<file path="config.mk">
export PLATFORM = sky130hd
export DESIGN_NAME = irq_ctx_bank
export DESIGN_NICKNAME = d
export VERILOG_FILES = /design/src/rtl/irq_ctx_bank_pkg.sv /design/src/rtl/irq_ctx_bank_ctrl.sv /design/src/rtl/irq_ctx_bank_dp.sv /design/src/rtl/irq_ctx_cond.sv /design/src/rtl/irq_ctx_bank.sv
export SDC_FILE = /design/constraint.sdc
export NUM_CORES = 1
export LEC_CHECK = 0
export BUFFER_PORTS_ARGS = -buffer_cell sky130_fd_sc_hd__buf_2
export CAP_MARGIN = 5
export CORE_MARGIN = 2
export CORE_UTILIZATION = 57
export CTS_BUF_LIST = sky130_fd_sc_hd__clkbuf_16
export CTS_CLUSTER_DIAMETER = 80
export CTS_CLUSTER_SIZE = 8
export DETAILED_ROUTE_END_ITERATION = 10
export PLACE_DENSITY = 0.85
export SYNTH_ARGS = -nofsm -noshare
export SYNTH_HDL_FRONTEND = slang
export SYNTH_SLANG_ARGS = --single-unit
</file>
<file path="constraint.sdc">
create_clock -name clk -period 3.84 [get_ports clk]
set_input_delay 0.576 -clock clk [delete_from_list [all_inputs] [get_ports clk]]
set_output_delay 0.576 -clock clk [all_outputs]
set_load 0.005 [all_outputs]
</file>
<file path="src/rtl/irq_ctx_bank_pkg.sv">
package irq_ctx_bank_pkg;
  localparam int FLAG_W = 4;
  localparam int FLAG_N = 3;
  localparam int FLAG_Z = 2;
  localparam int FLAG_C = 1;
  localparam int FLAG_V = 0;
  localparam int NUM_BANKS = 2;
  localparam int BANK_NORM = 0;
  localparam int BANK_IRQ = 1;

  typedef enum logic [2:0] {
    CC_ALWAYS = 3'd0,
    CC_ZERO   = 3'd1,
    CC_NZERO  = 3'd2,
    CC_CARRY  = 3'd3,
    CC_NEG    = 3'd4,
    CC_SLT    = 3'd5,
    CC_NCARRY = 3'd6,
    CC_NEVER  = 3'd7
  } condCode_e;

  typedef struct packed {
    logic                 enterIrq;
    logic                 leaveIrq;
    logic [NUM_BANKS-1:0] pcWr;
    logic [NUM_BANKS-1:0] flagsWr;
  } bankStrobes_t;
endpackage

</file>
<file path="src/rtl/irq_ctx_bank_ctrl.sv">
module irq_ctx_bank_ctrl
  import irq_ctx_bank_pkg::*;
(
  input  logic         clk,
  input  logic         rstN,
  input  logic         irqReq,
  input  logic         irqEnable,
  input  logic         instrBoundary,
  input  logic         retStrobe,
  input  logic         pcWrEn,
  input  logic         flagsWrEn,
  output bankStrobes_t strobes,
  output logic         inIrq
);
  logic inIrqQ;

  always_comb begin
    strobes = '0;
    strobes.enterIrq = instrBoundary & irqReq & irqEnable & ~inIrqQ;
    strobes.leaveIrq = retStrobe & inIrqQ;
    strobes.pcWr[BANK_NORM] = pcWrEn & ~inIrqQ;
    strobes.pcWr[BANK_IRQ] = pcWrEn & inIrqQ;
    strobes.flagsWr[BANK_NORM] = flagsWrEn & ~inIrqQ;
    strobes.flagsWr[BANK_IRQ] = flagsWrEn & inIrqQ;
  end

  always_ff @(posedge clk or negedge rstN) begin
    if (!rstN) begin
      inIrqQ <= 1'b0;
    end else if (strobes.enterIrq) begin
      inIrqQ <= 1'b1;
    end else if (strobes.leaveIrq) begin
      inIrqQ <= 1'b0;
    end
  end

  assign inIrq = inIrqQ;
endmodule

</file>
<file path="src/rtl/irq_ctx_bank_dp.sv">
module irq_ctx_bank_dp
  import irq_ctx_bank_pkg::*;
#(
  parameter int              PC_W       = 32,
  parameter logic [PC_W-1:0] RESET_PC   = '0,
  parameter logic [PC_W-1:0] IRQ_VECTOR = 'h80
) (
  input  logic              clk,
  input  logic              rstN,
  input  bankStrobes_t      strobes,
  input  logic              inIrq,
  input  logic [PC_W-1:0]   pcWrData,
  input  logic [FLAG_W-1:0] flagsWrData,
  output logic [PC_W-1:0]   activePc,
  output logic [FLAG_W-1:0] activeFlags
);
  logic [PC_W-1:0]   pcBank    [NUM_BANKS];
  logic [FLAG_W-1:0] flagsBank [NUM_BANKS];

  for (genvar b = 0; b < NUM_BANKS; b++) begin : g_bank
    localparam logic [PC_W-1:0] INIT_PC = (b == BANK_IRQ) ? IRQ_VECTOR : RESET_PC;
    logic reload;
    if (b == BANK_IRQ) begin : g_reload
      assign reload = strobes.enterIrq;
    end else begin : g_noreload
      assign reload = 1'b0;
    end

    always_ff @(posedge clk or negedge rstN) begin
      if (!rstN) begin
        pcBank[b]    <= INIT_PC;
        flagsBank[b] <= '0;
      end else if (reload) begin
        pcBank[b]    <= IRQ_VECTOR;
        flagsBank[b] <= '0;
      end else begin
        if (strobes.pcWr[b])    pcBank[b]    <= pcWrData;
        if (strobes.flagsWr[b]) flagsBank[b] <= flagsWrData;
      end
    end
  end

  always_comb begin
    activePc    = inIrq ? pcBank[BANK_IRQ]    : pcBank[BANK_NORM];
    activeFlags = inIrq ? flagsBank[BANK_IRQ] : flagsBank[BANK_NORM];
  end
endmodule

</file>
<file path="src/rtl/irq_ctx_cond.sv">
module irq_ctx_cond
  import irq_ctx_bank_pkg::*;
(
  input  logic [FLAG_W-1:0] flags,
  input  logic [2:0]        condSel,
  output logic              condTrue
);
  always_comb begin
    unique case (condCode_e'(condSel))
      CC_ALWAYS: condTrue = 1'b1;
      CC_ZERO:   condTrue = flags[FLAG_Z];
      CC_NZERO:  condTrue = ~flags[FLAG_Z];
      CC_CARRY:  condTrue = flags[FLAG_C];
      CC_NEG:    condTrue = flags[FLAG_N];
      CC_SLT:    condTrue = flags[FLAG_N] ^ flags[FLAG_V];
      CC_NCARRY: condTrue = ~flags[FLAG_C];
      default:   condTrue = 1'b0;
    endcase
  end
endmodule

</file>
<file path="src/rtl/irq_ctx_bank.sv">
module irq_ctx_bank
  import irq_ctx_bank_pkg::*;
#(
  parameter int              PC_W       = 32,
  parameter logic [PC_W-1:0] RESET_PC   = '0,
  parameter logic [PC_W-1:0] IRQ_VECTOR = 'h80
) (
  input  logic              clk,
  input  logic              rstN,
  input  logic              irqReq,
  input  logic              irqEnable,
  input  logic              instrBoundary,
  input  logic              retStrobe,
  input  logic              pcWrEn,
  input  logic [PC_W-1:0]   pcWrData,
  input  logic              flagsWrEn,
  input  logic [FLAG_W-1:0] flagsWrData,
  input  logic [2:0]        condSel,
  output logic [PC_W-1:0]   activePc,
  output logic [FLAG_W-1:0] activeFlags,
  output logic              inIrq,
  output logic              condTrue
);
  bankStrobes_t strobes;

  irq_ctx_bank_ctrl i_ctrl (
    .clk(clk), .rstN(rstN), .irqReq(irqReq), .irqEnable(irqEnable),
    .instrBoundary(instrBoundary), .retStrobe(retStrobe),
    .pcWrEn(pcWrEn), .flagsWrEn(flagsWrEn),
    .strobes(strobes), .inIrq(inIrq)
  );

  irq_ctx_bank_dp #(.PC_W(PC_W), .RESET_PC(RESET_PC), .IRQ_VECTOR(IRQ_VECTOR)) i_dp (
    .clk(clk), .rstN(rstN), .strobes(strobes), .inIrq(inIrq),
    .pcWrData(pcWrData), .flagsWrData(flagsWrData),
    .activePc(activePc), .activeFlags(activeFlags)
  );

  irq_ctx_cond i_cond (
    .flags(activeFlags), .condSel(condSel), .condTrue(condTrue)
  );
endmodule

</file>
==> metrics.txt, run 1 <==
status=finished clean; CP Class=flop to output pin; CTS Sinks=between 70 and 80; Pwr per Cell Area=roughly 520 nW/µm²; Max Cap Viol=0; vias in the first global route=2490; Yosys warning count=0; Clock Tree Buf Depth=2; CTS Buf Count=9; Startpoint Class=flop; Final TNS setup=0 ps; Syn Nets=between 300 and 400; Setup WS post-layout=~860 ps; TritonCTS clock tree=yes; H-tree level count=3; WP buf/inv=1; DRC=0; Slowest-stage cell, CP=dfrtp_2; nets@finish=425; die area=approximately 6400 µm²; Final Max Tran Viols=0; Peak supply drop=442.2 µV; initial antenna violation count=0; Post-Layout Cell Count=454; Final min period=2982 ps; pre-CTS setup slack=1173 ps; final worst clock skew=approximately 5.0 ps; CP delay by family, top=flip-flops; vias per inst=approximately 5.4; Skew-Pair Late Insertion Delay=around 330 ps; synthesized cell area=3311 µm²; detailed placer's ending HPWL=4.386 mm; Mapped Cells=~300; Max Fanout on Critical Path=slightly above 40; Worst Path Required=3260 ps; actual slew at the worst max-slew pin=around 1100 ps; share of cells above drive strength 1=about 44%; slew margin rel.=between 20 and 30%; antenna viol nets, final=0; sequential share of the synthesized area=55.22%; post_cts resized=0; crit-path max cell delay=970 ps; Synth Area per Inst=roughly 11 µm²; Root Driver=clkbuf_16; remaining global-route overflow=0; initial drt markers=182; RSZ-0062 raised after global routing=false; GPL Wtd Cong=roughly 0.77; first-pass GRT wire length=~11 mm; dpl cells=around 440; commonest non-fill, non-tap cell in the layout=nand2_1; unique cell type count in the Yosys netlist=26; total track usage=23.05%; Yosys reg bits=73; Initial Util=about three fifths; Area Growth Syn to Fin=20.75%; Static Leak=around 1.9 nW; core area=5574 µm²; highest clock rate=0.3353 GHz; Ports=between 80 and 90; worst hold path type=input pin to asynchronous set/reset pin; CTS clock-pin slew for the worst setup and hold paths=approximately 50 ps; period utilisation layout=between 70% and 80%; std cell rows=27; diodes inserted=0; Worst EP arrival=2410 ps; Die Height=about 80 µm; CP Cell Sequence=mux2_2 -> a211o_1 -> a211oi_2 -> buf_2; hold-fix buffers at CTS=0; DRT Pass-1 Iters=5; CP endpoint kind=output pin; routed len/inst=around 15 µm; Finish-stage setup viols=0; most frequent cells in the layout=86 x nand2_1, 84 x buf_2, 71 x dfrtp_1, 63 x mux2_2, 31 x o21ai_0; Final Hold Viols=0; routed vias=between 2000 and 2500; setup bufs post-CTS=0; Routed WL=between 6 and 7 mm; largest net degree at the start of global routing=64; Port-buffer cells=84; die width=80.21 µm
-- metal layers --
layer,track usage (%),wire length [µm],vias to the layer above
li1,-,-,1167
met4,8.475,129,0
met5,0,0,-
met3,5.393,349,13
met1,29.68,3055,1211
met2,38.17,3448,71
-- Yosys cell counts --
cell type  number  area (µm²)
o21ai_1         5       25.02
nor2_1          2       7.510
buf_4           3       22.52
mux2_1          3       33.78
a211oi_2        1       12.51
inv_2           1       3.750
nand2_1        86       322.8
nor2b_1         1       6.260
nand3b_1        1       7.510
nand4_2         1       12.51
and2_1          2       12.51
inv_1           3       11.26
mux2i_1         2       20.02
dfrtp_1        72        1802
buf_2           7       35.03
mux2i_2         1       13.76
mux2_2         63       709.4
clkbuf_1        7       26.28
o21ai_0        31       155.2
buf_6           1       11.26
a21oi_1         1       5.000
a211o_1         1       8.760
nor3_1          1       5.000
and4b_1         1       10.01
dfstp_2         1       26.28
nand3_1         1       5.000
-- metrics by stage --
stage                     hold WS [ps]  power (W)  utilization [%]  instance area [µm²]
final                            296.5   0.002077            71.72                 3998
after global routing             352.0   0.002180            71.72                 3998
after CTS                        309.3   0.002095            71.72                 3998
after detailed placement         474.1   0.001370            67.16                 3744
after global placement           465.6   0.001346            67.16                 3744
after floorplan                  280.4   0.001202                -                 3311
-- cell families (layout without fill, tap and decap cells) --
family | after synthesis | after routing | synth area share, %
and+or+nand+nor | 96 | 96 | 11.75
DFF | 73 | 73 | 55.22
buffers and inverters | 22 | 105 | 3.326
AOI/OAI and AO/OA | 39 | 39 | 6.236
muxes | 69 | 69 | 23.47
-- worst register-to-register path, delay by kind of cell, from the launching register on --
family | cells | cell delay, ps
flops | 1 | 970
mux | 1 | 280
simple gates | 2 | 1040
-- report_power, final --
| part | leakage [nW] | internal, W | switching (W) | total, W |
|---|---|---|---|---|
| clock network | 0.131 | 0.000423 | 0.000296 | 0.000719 |
| logic | 0.878 | 0.000210 | 0.000174 | 0.000385 |
| registers | 0.899 | 0.000897 | 0.0000768 | 0.000973 |
| total | 1.91 | 0.00153 | 0.000547 | 0.00208 |
-- sequential cells by signal (all words and copies together), names as in the netlist --
name / count
i_dp.pcBank: 64
i_dp.flagsBank: 8
i_ctrl.inIrq: 1
-- final cells by class --
cell class / count / area (µm²)
flip-flops and latches: 73 / 1829
fillers: 413 / 1577
multi-input cells: 204 / 1374
repair buffers: 86 / 435.4
clock buffers: 9 / 225.2
well taps: 72 / 90.09
clock inverters: 6 / 28.78
inverters: 4 / 15.01
-- path summary, 6_finish.rpt --
check                                              startpoint  slack, ps  cells after the start                            end
worst min-delay path                                     rstN        300                      1    i_dp.pcBank[34]$_DFFE_PN0P_
max in group asynchronous                                rstN       2510                      2  i_dp.flagsBank[5]$_DFFE_PN0P_
worst min register to register  i_dp.flagsBank[4]$_DFFE_PN0P_        480                      2  i_dp.flagsBank[4]$_DFFE_PN0P_
worst max register to register       i_ctrl.inIrq$_DFFE_PN0P_       1430                      3     i_dp.pcBank[7]$_DFFE_PN1P_
min in group clk                                    retStrobe        450                      2       i_ctrl.inIrq$_DFFE_PN0P_
worst max-delay path                 i_ctrl.inIrq$_DFFE_PN0P_        860                      4                       condTrue
Power figures use the tool's default switching activity.
==> run 2: changes to the inputs <==
--- a/config.mk
+++ b/config.mk
@@ -5,15 +5,16 @@
 export SDC_FILE = /design/constraint.sdc
 export NUM_CORES = 1
 export LEC_CHECK = 0
+export ABC_AREA = 1
 export BUFFER_PORTS_ARGS = -buffer_cell sky130_fd_sc_hd__buf_2
 export CAP_MARGIN = 5
 export CORE_MARGIN = 2
-export CORE_UTILIZATION = 57
+export CORE_UTILIZATION = 48
 export CTS_BUF_LIST = sky130_fd_sc_hd__clkbuf_16
 export CTS_CLUSTER_DIAMETER = 80
 export CTS_CLUSTER_SIZE = 8
 export DETAILED_ROUTE_END_ITERATION = 10
-export PLACE_DENSITY = 0.85
+export PLACE_DENSITY = 0.76
 export SYNTH_ARGS = -nofsm -noshare
 export SYNTH_HDL_FRONTEND = slang
 export SYNTH_SLANG_ARGS = --single-unit
==> constraint.sdc (replaced) <==
create_clock -name clk -period 2.5 [get_ports clk]
set_input_delay 0.375 -clock clk [delete_from_list [all_inputs] [get_ports clk]]
set_output_delay 0.375 -clock clk [all_outputs]
set_load 0.005 [all_outputs]
==> run 2 against run 1 <==
Combinational power grew 80%. First-iteration DRC count shrank 26%. Clock skew grew 0.84 ps. Clock-buffer cell count is the same. Clock power grew 54%. Core utilization shrank 13 points. Synthesized cell count grew 29%. Wire length grew 4.8%. Area after synthesis grew 6.0%. Worst hold slack lost 230 ps. Design area grew 5.2%. Largest cell class unchanged.
==> metrics.txt, run 2 <==
status=finished clean; total track usage=19.17% (-3.9 points); Reg area=1828 µm² (about the same); setup bufs post-CTS=0 (unchanged); nets@finish=512 (+20%); detailed placer's ending HPWL=4.773 mm (+8.8%); list of most frequent post-synthesis cells=95 x nand2_1, 74 x inv_1, 72 x dfrtp_1; share of cells above drive strength 1=30.00% (-14 points); post_cts resized=0 (unchanged); Static Leak=2.234 nW (+17%); diodes inserted=0 (unchanged); most frequent cells in the layout=95 x nand2_1, 84 x buf_2, 76 x inv_1, 72 x dfrtp_1, 69 x o21ai_0; Final min period=2352 ps; DRC=0 (unchanged); top cells by area, synth=dfrtp_1 51%, o22ai_2 11%, nand2_1 10%, o21ai_0 9.8%, inv_1 7.9%; Slowest-stage cell, CP=dfrtp_1; Final Max Tran Viols=0 (unchanged); Worst EP arrival=1980 ps (-430 ps); largest net degree at the start of global routing=74 (+16%); Peak supply drop=456.9 µV (+3.3%); CP Cell Sequence=inv_2 -> buf_4 -> nand2_1 -> nand2_1 -> nand2_1 -> nand3_1 -> nand2_1 -> nor2_1 -> buf_2; Most common cell on crit path=nand2_1; crit-path max cell delay=530 ps (-440 ps); antenna viol nets, final=0 (unchanged); DRT Pass-1 Iters=4 (-1); Max Cap Viol=0 (unchanged); Ports=85 (unchanged); dpl cells=553 (+26%); sequential share of the synthesized area=52.09% (-3.1 points); Cell Area, Placed=3950 µm² (+5.5%); std cell rows=31 (+15%); max reg flops=64 (unchanged); Final Util=58.61% (-13 points); vias per inst=4.914 (-9.4%); slew margin rel.=62.08% (+33 points); Syn Nets=434 (+25%); Finish-stage setup viols=0 (unchanged); synthesized cell area=3510 µm² (+6.0%); final-layout fill cell count=645 (+56%); Synth Area per Inst=9.069 µm² (-18%); Post-Layout Cell Count=569 (+25%); Final Hold Viols=0 (unchanged); Yosys warning count=0 (unchanged); Max Fanout on Critical Path=42 (+2.4%); Die Height=89.51 µm (+12%); most numerous cell in the Yosys netlist=nand2_1; actual slew at the worst max-slew pin=568.4 ps (-491.8 ps); Clock Tree Buf Depth=2 (unchanged); core area=7176 µm² (+29%); initial antenna violation count=0 (unchanged); vias in the first global route=2681 (+7.7%); ys async rst share=100.0% (unchanged); Yosys reg bits=73 (unchanged); die area=8012 µm² (+25%); unique cell type count in the Yosys netlist=23 (-12%); Routed WL=7.316 mm (+4.8%); routed len/inst=12.86 µm (-16%); worst hold path type=input pin to asynchronous set/reset pin; die width=89.51 µm (+12%); number of flops mapped to enable cells by yosys=0 (unchanged); Port-buffer cells=84 (unchanged); share of the synthesized area in the top cell type=51.34% (-3.1 points); commonest non-fill, non-tap cell in the layout=nand2_1; Startpoint Class=flop; Tot Pwr=0.003265 W (+57%); CP endpoint kind=output pin; TritonCTS clock tree=yes; CTS Sinks=73 (unchanged); Mapped Cells=387 (+29%); Final TNS setup=0 ps (unchanged); CTS Buf Count=9 (unchanged); H-tree level count=3 (unchanged); final instance area=4205 µm² (+5.2%); highest clock rate=0.4251 GHz; hold-fix buffers at CTS=0 (unchanged); Pwr per Cell Area=776.4 nW/µm² (+49%); routed vias=2796 (+14%); multi-input logic area=1254 µm² (-8.7%); Top reg by flops=i_dp.pcBank; GPL Wtd Cong=0.8187 (+6.9%); Initial Util=48.91% (-10 points); final worst clock skew=5.843 ps (+0.8411 ps); initial drt markers=134 (-26%); Area Growth Syn to Fin=19.82%; CTS clock-pin slew for the worst setup and hold paths=60 ps (about the same); Skew-Pair Late Insertion Delay=320 ps (about the same); remaining global-route overflow=0 (unchanged); RSZ-0062 raised after global routing=false; Worst Path Required=2120 ps (-1140 ps); first-pass GRT wire length=11.75 mm (+4.1%); Synth Flop Type=dfrtp_1; period utilisation layout=~94%; CP Class=flop to output pin; Root Driver=clkbuf_16; leading area contributor after synthesis=dfrtp_1
## run 2: layout make-up
cell class | instances | share of cell area [%]
Sequential cell | 73 | 43.47
Multi-Input combinational cell | 218 | 29.81
Timing Repair Buffer | 88 | 11.01
Inverter | 75 | 6.694
Clock buffer | 9 | 5.356
Tap cell | 99 | 2.946
Clock inverter | 7 | 0.7141
## run 2: final timing paths
check | endpoint | cells past startpoint | slack (ps) | start
worst max-delay path | condTrue | 9 | 150 | i_ctrl.inIrq$_DFFE_PN0P_
worst min-delay path | i_dp.pcBank[3]$_DFFE_PN0P_ | 2 | 70 | rstN
worst max register to register | i_dp.pcBank[8]$_DFFE_PN0P_ | 5 | 510 | i_ctrl.inIrq$_DFFE_PN0P_
worst min register to register | i_dp.pcBank[32]$_DFFE_PN0P_ | 2 | 480 | i_dp.pcBank[32]$_DFFE_PN0P_
max in group asynchronous | i_dp.pcBank[7]$_DFFE_PN1P_ | 2 | 2100 | rstN
min in group clk | i_ctrl.inIrq$_DFFE_PN0P_ | 2 | 240 | retStrobe
## run 2: where the power goes
part / internal, W / leakage (nW) / switching (W)
clock: 0.000651 / 0.136 / 0.000459
sequential: 0.00138 / 0.918 / 0.0000832
combinational: 0.000300 / 1.18 / 0.000393
total: 0.00233 / 2.23 / 0.000935
## run 2: worst max-delay path: cells and delay by family (launching register included)
| kind | cells | cell delay, ps |
|---|---|---|
| flip-flops | 1 | 530 |
| buffers and inverters | 3 | 600 |
| AND/OR/NAND/NOR | 6 | 520 |
## run 2: cells by family after synthesis
| kind of cell | Yosys count | share of synthesized area (%) |
|---|---|---|
| buffers and inverters | 96 | 12.19 |
| and+or+nand+nor | 112 | 13.87 |
| DFF | 73 | 52.09 |
| muxes | 1 | 0.3208 |
| AOI/OAI and AO/OA | 105 | 21.53 |
## run 2: per-layer routing
layer  vias to the layer above  share of wire, %  global-route usage, %
met5                         -                 0                      0
met4                         0               1.5                  8.141
met3                         8               4.3                  3.324
met2                        69                49                  32.53
met1                      1333                45                  24.21
li1                       1386                 -                      -
## run 2: metrics by stage
stage          setup slack, ps  hold slack [ps]
3_5_place_dp             522.9            433.2
5_1_grt                  23.26            110.9
4_1_cts                  156.9            83.99
2_1_floorplan             1082            79.41
3_3_place_gp             582.8            437.2
6_report                 147.5            65.59
